==> src/rtl/pwrseq_pkg.sv <==
package pwrseq_pkg;
    localparam int NUM_RAILS  = 3;
    localparam logic [7:0] FAULT_MASK = 8'h0D;

    typedef logic [1:0] dly_sel_t;

    // fault register bit owned by each rail
    function automatic int fault_bit(input int rail);
        case (rail)
            0:       return 0;
            1:       return 2;
            default: return 3;
        endcase
    endfunction
endpackage

==> src/rtl/pwrseq_mr_filter.sv <==
module pwrseq_mr_filter #(
    parameter int MR_MIN_CYC = 250
) (
    input  logic clk,
    input  logic rst,
    input  logic mr_i,
    output logic mr_active_o
);
    localparam int CW = $clog2(MR_MIN_CYC + 1);

    logic          s1, s2;
    logic [CW-1:0] cnt;

    always_ff @(posedge clk) begin
        if (rst) begin
            s1          <= 1'b0;
            s2          <= 1'b0;
            cnt         <= '0;
            mr_active_o <= 1'b0;
        end else begin
            s1 <= mr_i;
            s2 <= s1;
            if (!s2) begin
                cnt         <= '0;
                mr_active_o <= 1'b0;
            end else if (!mr_active_o) begin
                if (cnt == CW'(MR_MIN_CYC - 1)) mr_active_o <= 1'b1;
                else                             cnt         <= cnt + 1'b1;
            end
        end
    end

    // the filtered request only appears while the synchronized input is high
    p_mr_needs_input_r6: assert property (@(posedge clk) disable iff (rst)
        $rose(mr_active_o) |-> $past(s2));
endmodule

==> src/rtl/pwrseq_delay_timer.sv <==
module pwrseq_delay_timer
    import pwrseq_pkg::*;
#(
    parameter int D0 = 100,
    parameter int D1 = 500,
    parameter int D2 = 1000,
    parameter int D3 = 5000
) (
    input  logic     clk,
    input  logic     rst,
    input  logic     tick_i,
    input  logic     qual_i,
    input  dly_sel_t sel_i,
    output logic     done_o
);
    localparam int MAXD = (D3 > D2 ? (D3 > D1 ? D3 : D1) : (D2 > D1 ? D2 : D1)) > D0 ?
                          (D3 > D2 ? (D3 > D1 ? D3 : D1) : (D2 > D1 ? D2 : D1)) : D0;
    localparam int CW   = $clog2(MAXD + 1);

    logic [CW-1:0] cnt, target;

    always_comb begin
        case (sel_i)
            2'b00:   target = CW'(D0);
            2'b01:   target = CW'(D1);
            2'b10:   target = CW'(D2);
            default: target = CW'(D3);
        endcase
    end

    always_ff @(posedge clk) begin
        if (rst || !qual_i) begin
            cnt    <= '0;
            done_o <= 1'b0;
        end else if (tick_i && !done_o) begin
            if (cnt + 1'b1 >= target) done_o <= 1'b1;
            else                      cnt    <= cnt + 1'b1;
        end
    end

    // loss of qualification drops the output on the next edge
    p_drop_on_loss_r3: assert property (@(posedge clk) disable iff (rst)
        !qual_i |=> !done_o);
    // once released, the output holds while qualification holds
    p_hold_while_qual_r2: assert property (@(posedge clk) disable iff (rst)
        (done_o && qual_i) |=> done_o);
    // release only on a tick
    p_release_on_tick_r4: assert property (@(posedge clk) disable iff (rst)
        $rose(done_o) |-> $past(tick_i));
endmodule

==> src/rtl/pwrseq_top.sv <==
module pwrseq_top
    import pwrseq_pkg::*;
#(
    parameter int MR_MIN_CYC = 250,
    parameter int D0 = 100,
    parameter int D1 = 500,
    parameter int D2 = 1000,
    parameter int D3 = 5000
) (
    input  logic       clk,
    input  logic       rst,
    input  logic       tick_ms_i,
    input  logic [2:0] rail_ok_i,
    input  logic       mr_i,
    input  logic [5:0] rail_dly_i,
    input  logic [1:0] rst_dly_i,
    input  logic       fault_we_i,
    input  logic [7:0] fault_wd_i,
    output logic [2:0] rail_good_o,
    output logic       sys_rst_o,
    output logic [7:0] fault_o
);
    logic       mr_active;
    logic       rst_done;
    logic [7:0] fail_vec;
    logic [7:0] fault_q;

    pwrseq_mr_filter #(.MR_MIN_CYC(MR_MIN_CYC)) u_mr (
        .clk(clk), .rst(rst), .mr_i(mr_i), .mr_active_o(mr_active)
    );

    for (genvar g = 0; g < NUM_RAILS; g++) begin : g_rail
        pwrseq_delay_timer #(.D0(D0), .D1(D1), .D2(D2), .D3(D3)) u_tmr (
            .clk    (clk),
            .rst    (rst),
            .tick_i (tick_ms_i),
            .qual_i (rail_ok_i[g] && !mr_active),
            .sel_i  (rail_dly_i[2*g +: 2]),
            .done_o (rail_good_o[g])
        );
    end

    pwrseq_delay_timer #(.D0(D0), .D1(D1), .D2(D2), .D3(D3)) u_rst_tmr (
        .clk    (clk),
        .rst    (rst),
        .tick_i (tick_ms_i),
        .qual_i ((&rail_good_o) && !mr_active),
        .sel_i  (rst_dly_i),
        .done_o (rst_done)
    );

    assign sys_rst_o = !rst_done;

    always_comb begin
        fail_vec = '0;
        for (int i = 0; i < NUM_RAILS; i++)
            fail_vec[fault_bit(i)] = !rail_ok_i[i];
    end

    always_ff @(posedge clk) begin
        if (rst)             fault_q <= '0;
        else if (fault_we_i) fault_q <= fault_wd_i & FAULT_MASK & ~fail_vec;
        else                 fault_q <= fault_q & ~fail_vec;
    end

    assign fault_o = fault_q;

    // any rail not good brings reset back on the following edge
    p_rst_follows_rails_r5: assert property (@(posedge clk) disable iff (rst)
        !(&rail_good_o) |=> sys_rst_o);
    // filtered manual reset forces every output to its asserted state
    p_mr_forces_r6: assert property (@(posedge clk) disable iff (rst)
        mr_active |=> (rail_good_o == 3'b000 && sys_rst_o));

    for (genvar g = 0; g < NUM_RAILS; g++) begin : g_fchk
        localparam int FB = fault_bit(g);
        // a failing rail always ends the cycle with its fault bit clear
        p_fail_clears_r9: assert property (@(posedge clk) disable iff (rst)
            !rail_ok_i[g] |=> !fault_o[FB]);
    end
endmodule

==> config.mk <==
export PLATFORM = sky130hd
export DESIGN_NAME = pwrseq_top
export DESIGN_NICKNAME = d
export VERILOG_FILES = /design/src/rtl/pwrseq_pkg.sv /design/src/rtl/pwrseq_mr_filter.sv /design/src/rtl/pwrseq_delay_timer.sv /design/src/rtl/pwrseq_top.sv
export SDC_FILE = /design/constraint.sdc
export NUM_CORES = 1
export LEC_CHECK = 0
export BUFFER_PORTS_ARGS = -buffer_cell sky130_fd_sc_hd__buf_2
export CAP_MARGIN = 20
export CELL_PAD_IN_SITES_DETAIL_PLACEMENT = 0
export CELL_PAD_IN_SITES_GLOBAL_PLACEMENT = 2
export CORE_AREA = 10 10 109 130
export CTS_BUF_LIST = sky130_fd_sc_hd__clkbuf_8
export DETAILED_ROUTE_END_ITERATION = 8
export DIE_AREA = 0 0 119 140
export HOLD_SLACK_MARGIN = 0.03
export PLACE_DENSITY = 0.95
export SLEW_MARGIN = 20
export SYNTH_ARGS = -nofsm -noshare
export SYNTH_HDL_FRONTEND = slang
export SYNTH_SLANG_ARGS = --single-unit
==> constraint.sdc <==
create_clock -name clk -period 5.65 [get_ports clk]
set_clock_uncertainty 0.1 [all_clocks]
set_input_delay 1.13 -clock clk [delete_from_list [all_inputs] [get_ports clk]]
set_output_delay 1.13 -clock clk [all_outputs]
set_load 0.01 [all_outputs]
== Word level (Yosys, flattened, before mapping) ==
Cells that the tools add are included.
Word-level totals
  output and inout bits: 12
  word-level logic and storage cells: 87
  bits in registers: 75
  input port bits: 24
Operators by class
  equality and inequality tests: 9
  order comparisons: 4
  bitwise gates (word level): 10
  reductions and logical operators: 39
  $add $sub $neg: 5
  mux-type cells: 7
Operators with widths (count)
  case mux 13 bit (3 select lines): 4
  adder 13 x 1 -> 13 bit (second input constant): 4
  greater-or-equal comparator 13 bit: 4
  AND reduction 2 bit: 9
  logical NOT 1 bit: 12
  adder 8 x 1 -> 8 bit (second input constant): 1
  AND 4 x 8 -> 8 bit: 1
  AND 8 bit: 1
  equality test 2 x 1 -> 1 bit (second input constant): 4
  equality test 2 bit (second input constant): 4
  equality test 8 bit (second input constant): 1
  logical AND 1 bit: 8
  logical NOT 2 bit: 4
  two-way mux 8 bit: 1
  NOT 4 -> 8 bit: 1
  NOT 1 bit: 7
  logical OR 1 bit: 4
  AND reduction 3 bit: 1
  two-way mux 1 bit: 2
  OR reduction 2 bit: 1

== Logic depth before layout (Yosys ltp) ==
  depth in word-level cells: 5
  depth in mapped cells: 14
  mapped depth without buffers: 13

== Modules after synthesis ==
A second synthesis with hierarchy kept.
Second synthesis, totals
  cell total of the unflattened synthesis: 581
  area, all modules: 5226.3 um2
Modules (own cells, without submodules)
  pwrseq_delay_timer (g_rail[0].u_tmr ...): cells an instance 127, area an instance 1144.8 um2, instances 3
  pwrseq_delay_timer (g_rail[2].u_tmr): cells an instance 128, area an instance 1118.6 um2, instances 1
  pwrseq_mr_filter: cells an instance 52, area an instance 486.7 um2, instances 1
  pwrseq_top: cells an instance 20, area an instance 186.4 um2, instances 1

== Worst setup path after synthesis ==
Ideal clock, no wire load.
  path type: input port to flip-flop
  from: in rail_dly_i[3]
  to: reg g_rail[1].u_tmr.cnt[9]
  data required time: 5.434 ns
  stages: 11
  arrival time: 3.041 ns
  slack: 2.393 ns
  library setup time: 0.116 ns
  cells stage by stage: nand2_1 > inv_1 > ha_1 > nand3_1 > o21bai_1 > a31oi_1 > o311ai_0 > o31ai_1 > buf_2 > a21oi_1 > a31o_2
Between the ends
  word-level cells in the longest chain between the ends: 5
RTL lines
  from (decl): line pwrseq_top.sv:15  | input logic [5:0] rail_dly_i,
  equality test 2 bit, or another cell as far along: line pwrseq_delay_timer.sv:23  | case (sel_i)
  case mux 13 bit (3 select lines) *: line pwrseq_delay_timer.sv:23
  greater-or-equal comparator 13 bit *: line pwrseq_delay_timer.sv:36  | if (cnt + 1'b1 >= target) done_o <= 1'b1;
  NOT 1 bit (no line) *
  AND reduction 2 bit (no line) *
  to (signal assigned): line pwrseq_delay_timer.sv:37  | else cnt <= cnt + 1'b1;
  to (decl): line pwrseq_delay_timer.sv:20  | logic [CW-1:0] cnt, target;
Mark *: on every way between the ends. The rest lies on a longest branch, timed or not.
A chain may end at the register's enable or synchronous reset.

== Worst setup path in the final report ==
  from: reg g_rail[1].u_tmr.cnt[0]
  to: reg g_rail[1].u_tmr.cnt[3]
Between the ends
  word-level cells in the longest chain between the ends: 4
RTL lines (line)
  adder 13 x 1 -> 13 bit *: pwrseq_delay_timer.sv:36, pwrseq_delay_timer.sv:37
  greater-or-equal comparator 13 bit: pwrseq_delay_timer.sv:36
  NOT 1 bit (no line)
  AND reduction 2 bit (no line)
Marks and branches as above.

==> run metrics <==
post-synthesis compound-gate area fraction=12.34%; CTS tree=yes; Final #Nets=658; GRT overflow=0; vias in the first global route=3726; cell area after synthesis=4653 sq um; core area=11510 sq um; endpoint class of the critical path=flop; vias=3858; Largest stage delay, worst path=440 ps; sequential cell area=1401 sq um; Synth area leaders=dfxtp_1, ha_1, xnor2_1; std cell rows=43; Reg clk slew, reported paths=80 ps; Initial DRT Pass Iterations=4; die span in y=140 um; final setup TNS=0 ps; Final Hold Vio Count=0; worst hold path class=flop to flop; critical setup path kind=flop to flop; Power per Cell Area=197.5 nW/um^2; minimum clock period=3554 ps; Max Buffers Root-to-Sink=2; routed wire length=9799 um; area of the multi-input gates=3049 sq um; critical path required time=5840 ps; DIE AREA=16660 sq um; port bufs=25; Die X-Extent=119 um; Initial Util=40.42%; clock net sink count=70; post-DR vias/cell=5.124; hold slack=338.4 ps; outcome=finished, final reports clean; relative slew slack=34.28%; DR DRC count=0; worst-path maximum fanout=14; DP Wirelength=7544 um; largest family of logic cells by synthesized area=simple AND/OR/NAND/NOR gates; Critical Path Source Type=flop; count of different cell masters after synthesis=51; reg2reg setup slack=2100 ps; CP bufs+invs=2; initial antenna violation count=0; EDFF count, synth=0; gpl congestion=0.7990; GRT Overall Usage=11.88%; first-pass GRT wire length=16750 um; ys async rst share=0%; RSZ-0062 raised after global routing=false; post-synthesis cell count=569; max_cap viols=0; I/O pin count=36; WL per Instance=13.01 um; CTS resizes=0; H-Tree Depth=3; CP delay by family, top=simple AND/OR/NAND/NOR gates; Synth Area in Simple Gates=25.97%; highest-delay cell along the critical path=or4b_1; Hold Buf Count CTS=0; flops & latches, synth=70; largest net degree at the start of global routing=17; Max Fclk=0.2814 GHz; post-synthesis mux area share=1.506%; Final Cycle Share=62.90%; worst skew pair latency=360 ps; CTS Root Buffer Type=clkbuf_8; Synth-to-Final Area Change=9.653%; Tightest Pin Transition=981.2 ps; VDD IR-drop max=0.00009848 V; Seq/Total Area, Yosys=30.12%; top-count cell post-synth=dfxtp_1; area leader, netlist=dfxtp_1; Routed Antenna Nets=0; total power=1.008 mW; setup bufs post-CTS=0; share of cells above drive strength 1=9.732%; Primary FF master, synth=dfxtp_1; syn_area_per_cell=8.178 sq um; Slew Limit Fails=0; Fillers=1200; post-synthesis adder-cell area fraction=11.56%; drt first-iter violations=165; most frequent cells after synthesis=dfxtp_1, nor2_1, nand2_1; Final setup viols=0; CTS buffer count=9; Critical Path AT=3750 ps; CP Cell Sequence=ha_1, nand3_1, nor2_1, nand3_1, xnor2_1, ha_1, nand2_1, nor2_1, o21ai_0, o311ai_0, clkbuf_2, o31ai_1, buf_4, or4b_1, nand2_1; n_diodes=0; Synth Area in XOR/XNOR=13.74%; Synth top area share=30.12%; Syn. warnings=0; Leakage Power=2.158 nW
## placed cells by master, fill, tap and decap left out, types with 9 or more instances in the layout
master | netlist | layout
dfxtp_1 | 70 | 70
nor2_1 | 65 | 65
nand2_1 | 59 | 59
ha_1 | 43 | 43
xnor2_1 | 42 | 42
nand3_1 | 34 | 34
xor2_1 | 31 | 31
inv_1 | 26 | 26
a21oi_1 | 25 | 25
buf_2 | 3 | 25
o21ai_0 | 14 | 14
nand4_1 | 12 | 12
and3_1 | 10 | 10
nor3_1 | 9 | 9
or4_1 | 9 | 9
or3_1 | 9 | 9
clkbuf_8 | 0 | 9
## layout make-up
class / count / share of cell area [%]
Multi-Input combinational cell: 456 / 59.76
Sequential cell: 70 / 27.46
Tap cell: 157 / 3.850
Timing Repair Buffer: 28 / 2.845
Clock buffer: 9 / 2.428
Inverter: 26 / 1.913
Clock inverter: 7 / 1.741
## per-layer routing
layer / GRT usage [%] / vias to the layer above / wire [um] / part of all wire (%)
li1: - / 2027 / - / -
met1: 14.47 / 1773 / 4579 / 47
met4: 5.087 / 0 / 214 / 2.2
met2: 19.34 / 45 / 4660 / 48
met5: 0 / - / 0 / 0
met3: 2.975 / 13 / 346 / 3.5
## power by group
group | switching (mW) | internal (mW) | leakage [nW] | total, mW
clock | 0.197 | 0.246 | 0.113 | 0.443
combinational | 0.0429 | 0.0227 | 1.48 | 0.0656
sequential | 0.00252 | 0.496 | 0.565 | 0.499
total | 0.243 | 0.765 | 2.16 | 1.01
## through the flow
step                worst slack, ps  std cells  instance area (sq um)  utilization, %
floorplan                      2393        573                   4668               -
global placement               1966        736                   4885           42.43
detailed placement             1924        736                   4885           42.43
CTS                            1939        752                   5097           44.27
global route                   1683        753                   5102           44.32
finish                         2096        753                   5102           44.32
## cells by family after synthesis
| family | count (synthesis) |
|---|---|
| AOI/OAI and AO/OA | 85 |
| and+or+nand+nor | 243 |
| buffers and inverters | 47 |
| other | 1 |
| xor gates and xnor gates | 73 |
| adders and majority gates | 43 |
| DFF | 70 |
| muxes | 7 |
## sequential cells by signal, summed over array words and instances, names as in the netlist
signal,flops
g_rail.u_tmr.cnt,39
u_rst_tmr.cnt,13
u_mr.cnt,8
fault_o,3
g_rail.u_tmr.done_o,3
u_mr.mr_active_o,1
u_mr.s1,1
u_mr.s2,1
u_rst_tmr.done_o,1
## final timing paths
check                                            start                endpoint  cells past startpoint
worst max register to register  g_rail[1].u_tmr.cnt[0]  g_rail[1].u_tmr.cnt[3]                     15
worst min register to register                 u_mr.s1                 u_mr.s2                      1
worst min-delay path                           u_mr.s1                 u_mr.s2                      1
worst max-delay path            g_rail[1].u_tmr.cnt[0]  g_rail[1].u_tmr.cnt[3]                     15
## worst reg2reg max path, cell delays in order, from the launching register on
cell      delay [ps]
dfxtp_1          390
ha_1             280
nand3_1          220
nor2_1           310
nand3_1          190
xnor2_1          170
ha_1             320
nand2_1           80
nor2_1            40
o21ai_0          120
o311ai_0         140
clkbuf_2         180
o31ai_1          200
buf_4            240
or4b_1           450
nand2_1           80
Power figures use the tool's default switching activity.
